`src/rtl/agu_pkg.sv`:
```
// Package: shared encodings for the address and next-PC generator.
// Assumes the controller drives the selector codes listed here.
package agu_pkg;
    typedef enum logic {
        BASE_PC  = 1'b0,
        BASE_REG = 1'b1
    } base_sel_e;

    typedef enum logic [1:0] {
        OFF_NONE  = 2'd0,
        OFF_SHORT = 2'd1,
        OFF_LONG  = 2'd2,
        OFF_RSVD  = 2'd3
    } off_sel_e;

    typedef enum logic {
        MAR_FROM_SUM = 1'b0,
        MAR_FROM_VEC = 1'b1
    } mar_sel_e;

    typedef enum logic [1:0] {
        NPC_SEQ    = 2'd0,
        NPC_COND   = 2'd1,
        NPC_SUM    = 2'd2,
        NPC_BUS    = 2'd3
    } pc_sel_e;
endpackage

```
`src/rtl/agu_offset_mux.sv`:
```
// Module: agu_offset_mux
// Builds the adder's offset operand from the instruction word: zero, a
// sign-extended short field or a sign-extended long field.
// Assumes both fields sit at bit 0 of the instruction word.
module agu_offset_mux
    import agu_pkg::*;
#(
    parameter int WORD_W  = 16,
    parameter int SHORT_W = 6,
    parameter int LONG_W  = 9
) (
    input  logic [WORD_W-1:0] ir,
    input  off_sel_e          sel,
    output logic [WORD_W-1:0] offset
);
    localparam int N_EXT = 2;
    localparam int EXT_W [N_EXT] = '{SHORT_W, LONG_W};

    logic [WORD_W-1:0] ext [N_EXT];

    // One sign-extender per field width.
    for (genvar g = 0; g < N_EXT; g++) begin : g_ext
        localparam int FW = EXT_W[g];
        assign ext[g] = {{(WORD_W-FW){ir[FW-1]}}, ir[FW-1:0]};
    end

    // Pick the offset; the spare code reads as zero.
    always_comb begin
        unique case (sel)
            OFF_SHORT: offset = ext[0];
            OFF_LONG:  offset = ext[1];
            default:   offset = '0;
        endcase
    end
endmodule

```
`src/rtl/agu_branch_eval.sv`:
```
// Module: agu_branch_eval
// Decides whether a conditional branch is taken: any mask bit whose
// matching flag is set. Mask order is {negative, zero, positive}.
// Assumes the flags are already registered by the controller.
module agu_branch_eval #(
    parameter int N_COND = 3
) (
    input  logic [N_COND-1:0] mask,
    input  logic [N_COND-1:0] flags,
    output logic              taken
);
    logic [N_COND-1:0] hit;

    // Per-condition match.
    for (genvar g = 0; g < N_COND; g++) begin : g_hit
        assign hit[g] = mask[g] & flags[g];
    end

    // Any match takes the branch.
    always_comb taken = |hit;
endmodule

```
`src/rtl/agu_pc_mux.sv`:
```
// Module: agu_pc_mux
// Chooses the next program counter among the sequential value, a
// conditional target, the adder sum and the bus.
// Assumes a not-taken branch keeps the sequential value.
module agu_pc_mux
    import agu_pkg::*;
#(
    parameter int WORD_W = 16
) (
    input  pc_sel_e           sel,
    input  logic              taken,
    input  logic [WORD_W-1:0] seq_pc,
    input  logic [WORD_W-1:0] sum,
    input  logic [WORD_W-1:0] bus,
    output logic [WORD_W-1:0] npc
);
    // Next-PC source selection.
    always_comb begin
        unique case (sel)
            NPC_SEQ:  npc = seq_pc;
            NPC_COND: npc = taken ? sum : seq_pc;
            NPC_SUM:  npc = sum;
            NPC_BUS:  npc = bus;
            default:  npc = seq_pc;
        endcase
    end
endmodule

```
`src/rtl/agu_top.sv`:
```
// Module: agu_top
// Combinational address path: one adder (base + offset), the MAR source
// mux, the branch test and the next-PC mux.
// Assumes word addressing; all sums wrap modulo 2^WORD_W. The block has no
// storage, so it takes no clock or reset.
module agu_top
    import agu_pkg::*;
#(
    parameter int WORD_W  = 16,
    parameter int SHORT_W = 6,
    parameter int LONG_W  = 9,
    parameter int VEC_W   = 8,
    parameter int COND_LSB = 9
) (
    input  logic [15:0] ir,
    input  logic [15:0] pc_inc,
    input  logic [15:0] base_val,
    input  logic        flag_n,
    input  logic        flag_z,
    input  logic        flag_p,
    input  logic [15:0] bus_val,
    input  logic        base_sel,
    input  logic [1:0]  off_sel,
    input  logic        mar_sel,
    input  logic [1:0]  pc_sel,
    output logic [15:0] eff_addr,
    output logic [15:0] mar_next,
    output logic        br_taken,
    output logic [15:0] pc_next
);
    localparam int N_COND = 3;

    logic [WORD_W-1:0] base_op;
    logic [WORD_W-1:0] off_op;
    logic [WORD_W-1:0] sum;
    logic [WORD_W-1:0] vec_ext;

    // Adder base operand.
    always_comb base_op = (base_sel_e'(base_sel) == BASE_REG) ? base_val : pc_inc;

    agu_offset_mux #(
        .WORD_W (WORD_W),
        .SHORT_W(SHORT_W),
        .LONG_W (LONG_W)
    ) u_off (
        .ir    (ir),
        .sel   (off_sel_e'(off_sel)),
        .offset(off_op)
    );

    // Address adder, wraps at the word width.
    always_comb sum = base_op + off_op;

    // Trap vector, zero-extended.
    always_comb vec_ext = {{(WORD_W-VEC_W){1'b0}}, ir[VEC_W-1:0]};

    // MAR source selection.
    always_comb mar_next = (mar_sel_e'(mar_sel) == MAR_FROM_VEC) ? vec_ext : sum;

    agu_branch_eval #(
        .N_COND(N_COND)
    ) u_br (
        .mask (ir[COND_LSB +: N_COND]),
        .flags({flag_n, flag_z, flag_p}),
        .taken(br_taken)
    );

    agu_pc_mux #(
        .WORD_W(WORD_W)
    ) u_pc (
        .sel   (pc_sel_e'(pc_sel)),
        .taken (br_taken),
        .seq_pc(pc_inc),
        .sum   (sum),
        .bus   (bus_val),
        .npc   (pc_next)
    );

    assign eff_addr = sum;
endmodule

```
`config.mk`:
```
export PLATFORM = sky130hd
export DESIGN_NAME = agu_top
export DESIGN_NICKNAME = d
export VERILOG_FILES = /design/src/rtl/agu_pkg.sv /design/src/rtl/agu_offset_mux.sv /design/src/rtl/agu_branch_eval.sv /design/src/rtl/agu_pc_mux.sv /design/src/rtl/agu_top.sv
export SDC_FILE = /design/constraint.sdc
export NUM_CORES = 1
export LEC_CHECK = 0
export ABC_AREA = 1
export ABC_CLOCK_PERIOD_IN_PS = 2570
export BUFFER_PORTS_ARGS = -buffer_cell sky130_fd_sc_hd__buf_2
export CAP_MARGIN = 5
export CORE_MARGIN = 5
export CORE_UTILIZATION = 49
export DETAILED_ROUTE_END_ITERATION = 7
export PLACE_DENSITY = 0.85
export SYNTH_ARGS = -nofsm -noshare
export SYNTH_HDL_FRONTEND = slang
export SYNTH_HIERARCHICAL = 1
export SYNTH_SLANG_ARGS = --single-unit
export TNS_END_PERCENT = 30
```
`constraint.sdc`:
```
create_clock -name vclk -period 2.57
set_input_delay 0.1285 -clock vclk [all_inputs]
set_output_delay 0.1285 -clock vclk [all_outputs]
set_load 0.01 [all_outputs]
```
==> flow_summary.yaml, run 1 <==
run_status:
  status: "finished, final reports clean"
sta:
  hold_viol: 0
  final.period_utilization: 0.9903
  relSlewSlack: 0.5197
  timing.fmax_ghz: 0.3929
  setup-violations-final: 0
  layout_min_cycle_time_ns: 2.545
  rsz0062_at_grt: "true"
  worst_pin_slew_ns: 0.7205
  slew_violations: 0
clock_network:
  cts_hold_buf: 0
grt:
  grtUsageTotal: 0.2375
  grt_pass1_wl_um: 12660
  grt_max_degree: 35
  grt_pass1_vias: 2813
  antenna_found_initial: 0
  grt_remaining_overflow: 0
cells_and_area:
  diodes: 0
  instances_no_fill: 645
  final-seq-area_um2: 0
  syn2layout_area_growth_pct: 37.55
  postLayoutCellArea_um2: 3309
  utilization: 0.6961
  design.seq.count: 0
  layout.nets: 671
  drive_gt1_frac: 0.4083
  clock_buffers: 0
yosys:
  synthesis.nets: 555
  ys_seq_area_frac: 0
  syn_avg_cell_area_um2: 5.185
  yosysWarnings: 6
  synth_area_um2: 2406
  syn_inst: 464
  ys_types: 31
placement:
  place_hpwl_um: 6755
  postPlaceCellArea_um2: 3002
  gp_congestion: 0.9543
  dpl.cell_count: 638
  portBuffers: 118
setup_path:
  critPathCaptureType: "output port"
  crit_arrival_ns: 2.42
  critPathLaunchType: "input pin"
  critPathRequiredTime_ns: 2.44
  path_class: "in -> out"
  critPathMaxFanout: 6
drt:
  drc_errors: 0
  wl_per_cell_um: 14.20
  first_pass_iters: 5
  num_vias: 3458
  ant_nets: 0
  drtIter0Drc: 212
  totalWireLength_um: 9156
  vias_per_cell: 5.361
floorplan:
  dieArea_um2: 6412
  dieWidth_um: 80.08
  rows: 25
  boundaryPins: 122
  start_util: 0.5061
  core_um2: 4755
  die_h_um: 80.08
run:
  cap_violations: 0
power:
  power_leakage_nw: 2.013
  power_density_nw_per_um2: 294.4
  peakVddDrop_mv: 0.1357
worst_hold_path:
  hold_path.class: "in -> out"
==> per-stage QoR <==
step,total power [mW],setup TNS (ns),hold WS (ns),setup slack [ns]
finish,0.9743,0,0.5670,0.02493
detailed placement,0.8311,-0.3205,0.5602,-0.1183
global route,1.057,-0.7731,0.5791,-0.1270
CTS,0.8405,0,0.5614,0.01277
global placement,0.8150,-0.01197,0.5582,-0.01197
floorplan,0.5336,0,0.3795,0.08458
==> power by group <==
part / total [mW] / internal (mW) / switching, mW / leakage, nW
clock network: 0 / 0 / 0 / 0
registers: 0 / 0 / 0 / 0
logic: 0.974 / 0.405 / 0.569 / 2.01
total: 0.974 / 0.405 / 0.569 / 2.01
==> routing by layer <==
metal,up-vias,GRT usage,part of all wire
met5,-,0,0
met4,0,0.01689,0.012
met3,16,0.01345,0.091
met2,187,0.4404,0.51
met1,1592,0.3120,0.38
li1,1663,-,-
==> critical path, cell delays in order <==
cell and delay (ns):
buf_4 0.13, inv_2 0.07, ha_4 0.14, buf_4 0.14, nand2_1 0.06, a21oi_1 0.15
ha_2 0.34, nand2_1 0.14, nand2_1 0.09, a21oi_2 0.14, nand2_2 0.10, or2_1 0.25
and2_4 0.17, nand3_1 0.08, nand2_1 0.06, inv_1 0.06, nand3_2 0.04, buf_2 0.13
==> layout by cell type, fill, tap and decap left out, drive strengths merged, types with 4 or more instances in the layout <==
cell and n:
a21oi 17, buf 139, ha 17, inv 70, mux2 14, nand2 217
nand3 60, nand3b 4, nor2 21
==> area by class of cell <==
| class | instances | area, um2 |
|---|---|---|
| Multi-Input combinational cell | 369 | 2171 |
| Fill cell | 425 | 1445 |
| Timing Repair Buffer | 139 | 784.5 |
| Inverter | 70 | 270.3 |
| Tap cell | 67 | 83.83 |
==> synthesized netlist by cell type (2+ instances only) <==
cell,n,share of area
ha_1,17,0.088
nand3_1,50,0.10
nand4_1,2,0.0052
nor2_1,18,0.028
and2_1,3,0.0078
nand3b_1,4,0.012
nor2_8,2,0.017
nand2_2,6,0.016
o21ai_0,3,0.0062
nor3_2,2,0.0083
xnor2_1,3,0.011
buf_4,14,0.044
mux2_2,14,0.066
nand2_1,211,0.33
inv_2,2,0.0031
a21oi_1,16,0.033
xor2_1,2,0.0073
nand3_2,10,0.042
or2_1,2,0.0052
buf_6,4,0.019
buf_2,3,0.0062
inv_1,67,0.10
==> what timing repair did <==
item	in CTS	in global routing
setup buffers	0	7
cloned	0	0
pin swaps	1	24
gates resized for setup	6	65
setup endpoints to repair	6	12
==> path summary, 6_finish.rpt <==
| kind | depth (start not counted) | endpoint | slack [ns] | from |
|---|---|---|---|---|
| worst max-delay path | 18 | pc_next[6] | 0.02 | off_sel[0] |
| worst min-delay path | 4 | mar_next[6] | 0.57 | ir[6] |
==> cells by family (layout without fill, tap and decap cells) <==
group | after synthesis | in the layout | share of synthesized area
buffers and inverters | 95 | 209 | 0.1929
AND/OR/NAND/NOR | 311 | 311 | 0.5767
XOR/XNOR | 6 | 6 | 0.02497
AO/OA/AOI/OAI | 20 | 20 | 0.04316
adder cells (fa/ha/maj) | 18 | 18 | 0.09672
multiplexers | 14 | 14 | 0.06552
(Power assumes the default switching activity.)
==> run 2, diff against run 1 <==
--- a/config.mk
+++ b/config.mk
@@ -10,9 +10,9 @@
 export BUFFER_PORTS_ARGS = -buffer_cell sky130_fd_sc_hd__buf_2
 export CAP_MARGIN = 5
 export CORE_MARGIN = 5
-export CORE_UTILIZATION = 49
+export CORE_UTILIZATION = 30
 export DETAILED_ROUTE_END_ITERATION = 7
-export PLACE_DENSITY = 0.85
+export GPL_ROUTABILITY_DRIVEN = 1
 export SYNTH_ARGS = -nofsm -noshare
 export SYNTH_HDL_FRONTEND = slang
 export SYNTH_HIERARCHICAL = 1
==> flow_summary.yaml, run 2 (synthesis results as in run 1) <==
floorplan:
  die_h_um: 99.56
  core_um2: 7767
  rows: 32
  boundaryPins: 122
  start_util: 0.3098
  dieArea_um2: 9911
  dieWidth_um: 99.56
sta:
  final.period_utilization: 0.9579
  setup-violations-final: 0
  hold_viol: 0
  rsz0062_at_grt: "true"
  worst_pin_slew_ns: 0.7438
  timing.fmax_ghz: 0.4062
  layout_min_cycle_time_ns: 2.462
  slew_violations: 0
  timing.hold.ws_ns: 0.5708
  relSlewSlack: 0.5041
drt:
  first_pass_iters: 5
  totalWireLength_um: 9300
  wl_per_cell_um: 13.03
  vias_per_cell: 4.721
  ant_nets: 0
  drc_errors: 0
  num_vias: 3371
  drtIter0Drc: 193
power:
  power_mw: 1.111
  combPwrFrac: 1.000
  peakVddDrop_mv: 0.07622
  switching_share: 0.5340
  power_leakage_nw: 2.212
  pwr-share-seq: 0
  clockPowerShare: 0
  power_density_nw_per_um2: 298.2
  power_switching_mw: 0.5936
  p_int_mw: 0.5179
cells_and_area:
  design.seq.count: 0
  drive_gt1_frac: 0.4641
  final-seq-area_um2: 0
  final_common_cell: "nand2_1"
  utilization: 0.4799
  diodes: 0
  postLayoutCellArea_um2: 3727
  syn2layout_area_growth_pct: 54.91
  instances_no_fill: 714
  layout.nets: 705
  final_cell_mix: "nand2_1, buf_2, inv_1, buf_4, nand3_1"
  fill_cells: 804
  clock_buffers: 0
placement:
  gp_congestion: 0.9035
  place_hpwl_um: 7344
  portBuffers: 118
  dpl.cell_count: 702
  postPlaceCellArea_um2: 3251
setup_path:
  critPathRequiredTime_ns: 2.44
  cp_slowest_cell: "ha_4"
  critPathMaxFanout: 8
  path_class: "in -> out"
  cp_slowest_stage_delay_ns: 0.22
  worst-path-buf-inv: 7
  crit_top_cell: "nand2_1"
  crit_arrival_ns: 2.33
  critPathLaunchType: "input pin"
  critPathCaptureType: "output port"
  crit_chain: "buf_8 > inv_4 > ha_4 > buf_6 > nand2_4 > a21oi_4 > buf_12 > ha_4 > nand2_1 > inv_1 > nand2_1 > nand2_1 > a21oi_2 > nand2_1 > nand2_1 > nand2_2 > inv_2 > nand2_1 > nand2_1 > nand2_1 > nand3_1 > buf_2"
  crit_family: "simple AND/OR/NAND/NOR gates"
grt:
  grt_pass1_wl_um: 14010
  grtUsageTotal: 0.1658
  grt_remaining_overflow: 0
  grt_max_degree: 35
  grt_pass1_vias: 3025
  antenna_found_initial: 0
run_status:
  status: "finished, final reports clean"
worst_hold_path:
  hold_path.class: "in -> out"
clock_network:
  cts_hold_buf: 0
run:
  cap_violations: 0
==> run 2: cell type report <==
class                           count  area (um2)  area share
Tap cell                          102       127.6     0.03424
Multi-Input combinational cell    369        2275      0.6103
Inverter                           70       270.3     0.07251
Timing Repair Buffer              173        1055      0.2830
==> run 2: metrics by stage <==
| step | setup slack, ns | setup TNS, ns |
|---|---|---|
| final | 0.1081 | 0 |
| after global routing | -0.05855 | -0.1788 |
| after CTS | 0.008927 | 0 |
| after detailed placement | -0.1394 | -0.6566 |
| after global placement | -0.08586 | -0.2632 |
| after floorplan | 0.08458 | 0 |
==> run 2: power groups by stage <==
stage / Sequential [mW] / Combinational (mW) / Clock, mW
floorplan: 0 / 0.534 / 0
global placement: 0 / 0.935 / 0
detailed placement: 0 / 0.941 / 0
CTS: 0 / 0.961 / 0
global route: 0 / 1.21 / 0
finish: 0 / 1.11 / 0
==> run 2: final timing paths <==
check                   from           to  slack [ns]  depth (start not counted)
setup / recovery  off_sel[1]  pc_next[14]        0.11                         22
hold / removal        flag_n     br_taken        0.57                          4
==> run 2: worst min-delay path: cells and delay by family <==
family	cells	cell delay [ns]
buf+inv	2	0.20
simple gates	2	0.11
==> run 2: what timing repair did <==
item                       4_1_cts  5_1_grt
setup endpoints to repair       10       23
gates resized for setup         14       81
pin swaps                        3       37
buffers inserted                 2       10
==> run 2: per-layer routing <==
| layer | share of wire | track usage | vias up |
|---|---|---|---|
| li1 | - | - | 1723 |
| met1 | 0.42 | 0.2176 | 1556 |
| met2 | 0.52 | 0.3053 | 84 |
| met3 | 0.051 | 0.008415 | 8 |
| met4 | 0.011 | 0.02206 | 0 |
| met5 | 0 | 0 | - |
==> run 3, diff against run 2 <==
--- a/config.mk
+++ b/config.mk
@@ -13,6 +13,7 @@
 export CORE_UTILIZATION = 30
 export DETAILED_ROUTE_END_ITERATION = 7
 export GPL_ROUTABILITY_DRIVEN = 1
+export PLACE_DENSITY = 0.56
 export SYNTH_ARGS = -nofsm -noshare
 export SYNTH_HDL_FRONTEND = slang
 export SYNTH_HIERARCHICAL = 1
==> flow_summary.yaml, run 3 (synthesis results as in run 1) <==
run:
  cap_violations: 0
power:
  switching_share: 0.5355
  pwr-share-seq: 0
  p_int_mw: 0.5174
  clockPowerShare: 0
  peakVddDrop_mv: 0.06217
  power_density_nw_per_um2: 299.0
  power_mw: 1.114
  combPwrFrac: 1.000
  power_switching_mw: 0.5964
  power_leakage_nw: 2.202
grt:
  grt_pass1_wl_um: 14860
  grt_max_degree: 35
  grtUsageTotal: 0.1758
  antenna_found_initial: 0
  grt_remaining_overflow: 0
  grt_pass1_vias: 3181
cells_and_area:
  clock_buffers: 0
  final-seq-area_um2: 0
  diodes: 0
  layout.nets: 705
  drive_gt1_frac: 0.4641
  syn2layout_area_growth_pct: 54.81
  postLayoutCellArea_um2: 3725
  final_common_cell: "nand2_1"
  multi_input_area_um2: 2271
  final_cell_mix: "nand2_1, buf_2, inv_1, buf_4, nand3_1"
  design.seq.count: 0
  fill_cells: 845
  utilization: 0.4795
  instances_no_fill: 714
setup_path:
  critPathMaxFanout: 7
  crit_arrival_ns: 2.38
  path_class: "in -> out"
  critPathLaunchType: "input pin"
  critPathRequiredTime_ns: 2.44
  cp_slowest_cell: "ha_4"
  critPathCaptureType: "output port"
  crit_chain: "buf_8 > inv_4 > ha_4 > buf_6 > nand2_4 > a21oi_2 > buf_6 > buf_12 > ha_4 > a21oi_2 > nand2_2 > a21oi_2 > nand2_1 > nand2_1 > nand2_2 > inv_2 > nand3_2 > nand2_1 > inv_1 > nand3_1 > buf_2"
  cp_slowest_stage_delay_ns: 0.21
sta:
  fin_ws_ns: 0.06504
  relSlewSlack: 0.5044
  worst_pin_slew_ns: 0.7434
  hold_viol: 0
  setup-violations-final: 0
  timing.fmax_ghz: 0.3992
  slew_violations: 0
  final.period_utilization: 0.9747
  rsz0062_at_grt: "true"
  setup_tns_ns: 0
  layout_min_cycle_time_ns: 2.505
  timing.hold.ws_ns: 0.5677
floorplan:
  rows: 32
  die_h_um: 99.56
  core_um2: 7767
  boundaryPins: 122
  dieArea_um2: 9911
  dieWidth_um: 99.56
  start_util: 0.3098
drt:
  ant_nets: 0
  drc_errors: 0
  vias_per_cell: 4.676
  num_vias: 3339
  wl_per_cell_um: 13.36
  totalWireLength_um: 9537
  first_pass_iters: 4
  drtIter0Drc: 197
placement:
  dpl.cell_count: 698
  postPlaceCellArea_um2: 3221
  place_ws_ns: -0.08238
  portBuffers: 118
  place_hpwl_um: 7584
  gp_congestion: 0.8735
run_status:
  status: "finished, final reports clean"
clock_network:
  cts_hold_buf: 0
worst_hold_path:
  hold_path.class: "in -> out"
==> run 3: changes by cell type in the layout (fill, tap and decap cells not counted), moves of 2 or more <==
cell,delta
a21oi_2,+4
a21oi_4,-3
buf_4,-2
ha_4,+2
nand2_2,-2
==> run 3: worst max-delay path, delay by kind of cell <==
family | cells | cell delay [ns]
adder cells (fa/ha/maj) | 2 | 0.36
buffers and inverters | 8 | 0.85
AND/OR/NAND/NOR | 8 | 0.59
AO/OA/AOI/OAI | 3 | 0.44
==> run 3: final timing paths <==
| check | start | to | slack [ns] | cells past startpoint |
|---|---|---|---|---|
| min | ir[6] | mar_next[6] | 0.57 | 4 |
| max | off_sel[1] | pc_next[14] | 0.07 | 21 |
==> run 3: per-layer routing <==
layer  track usage  share of wire  vias to the layer above
met2        0.3311           0.52                      100
met5             0              0                        -
met3       0.01403          0.051                        6
met1        0.2272           0.43                     1501
met4      0.009454         0.0040                        0
li1              -              -                     1732
==> run 3: power groups by stage <==
| stage | Sequential (mW) | Clock (mW) | Combinational (mW) |
|---|---|---|---|
| 2_1_floorplan | 0 | 0 | 0.534 |
| 3_3_place_gp | 0 | 0 | 0.929 |
| 3_5_place_dp | 0 | 0 | 0.937 |
| 4_1_cts | 0 | 0 | 0.982 |
| 5_1_grt | 0 | 0 | 1.22 |
| 6_report | 0 | 0 | 1.11 |
==> run 3: final cells by class <==
type                       count  area share
timing repair buffer         173      0.2835
inverter                      70     0.07256
multi-input combinational    369      0.6097
tap                          102     0.03426
==> run 3: what timing repair did <==
item,in CTS,in global routing
endpoints found under the hold margin,0,0
buffers inserted,2,14
cloned,0,0
pin swaps,1,38
setup endpoints to repair,9,21
resized for setup,20,70
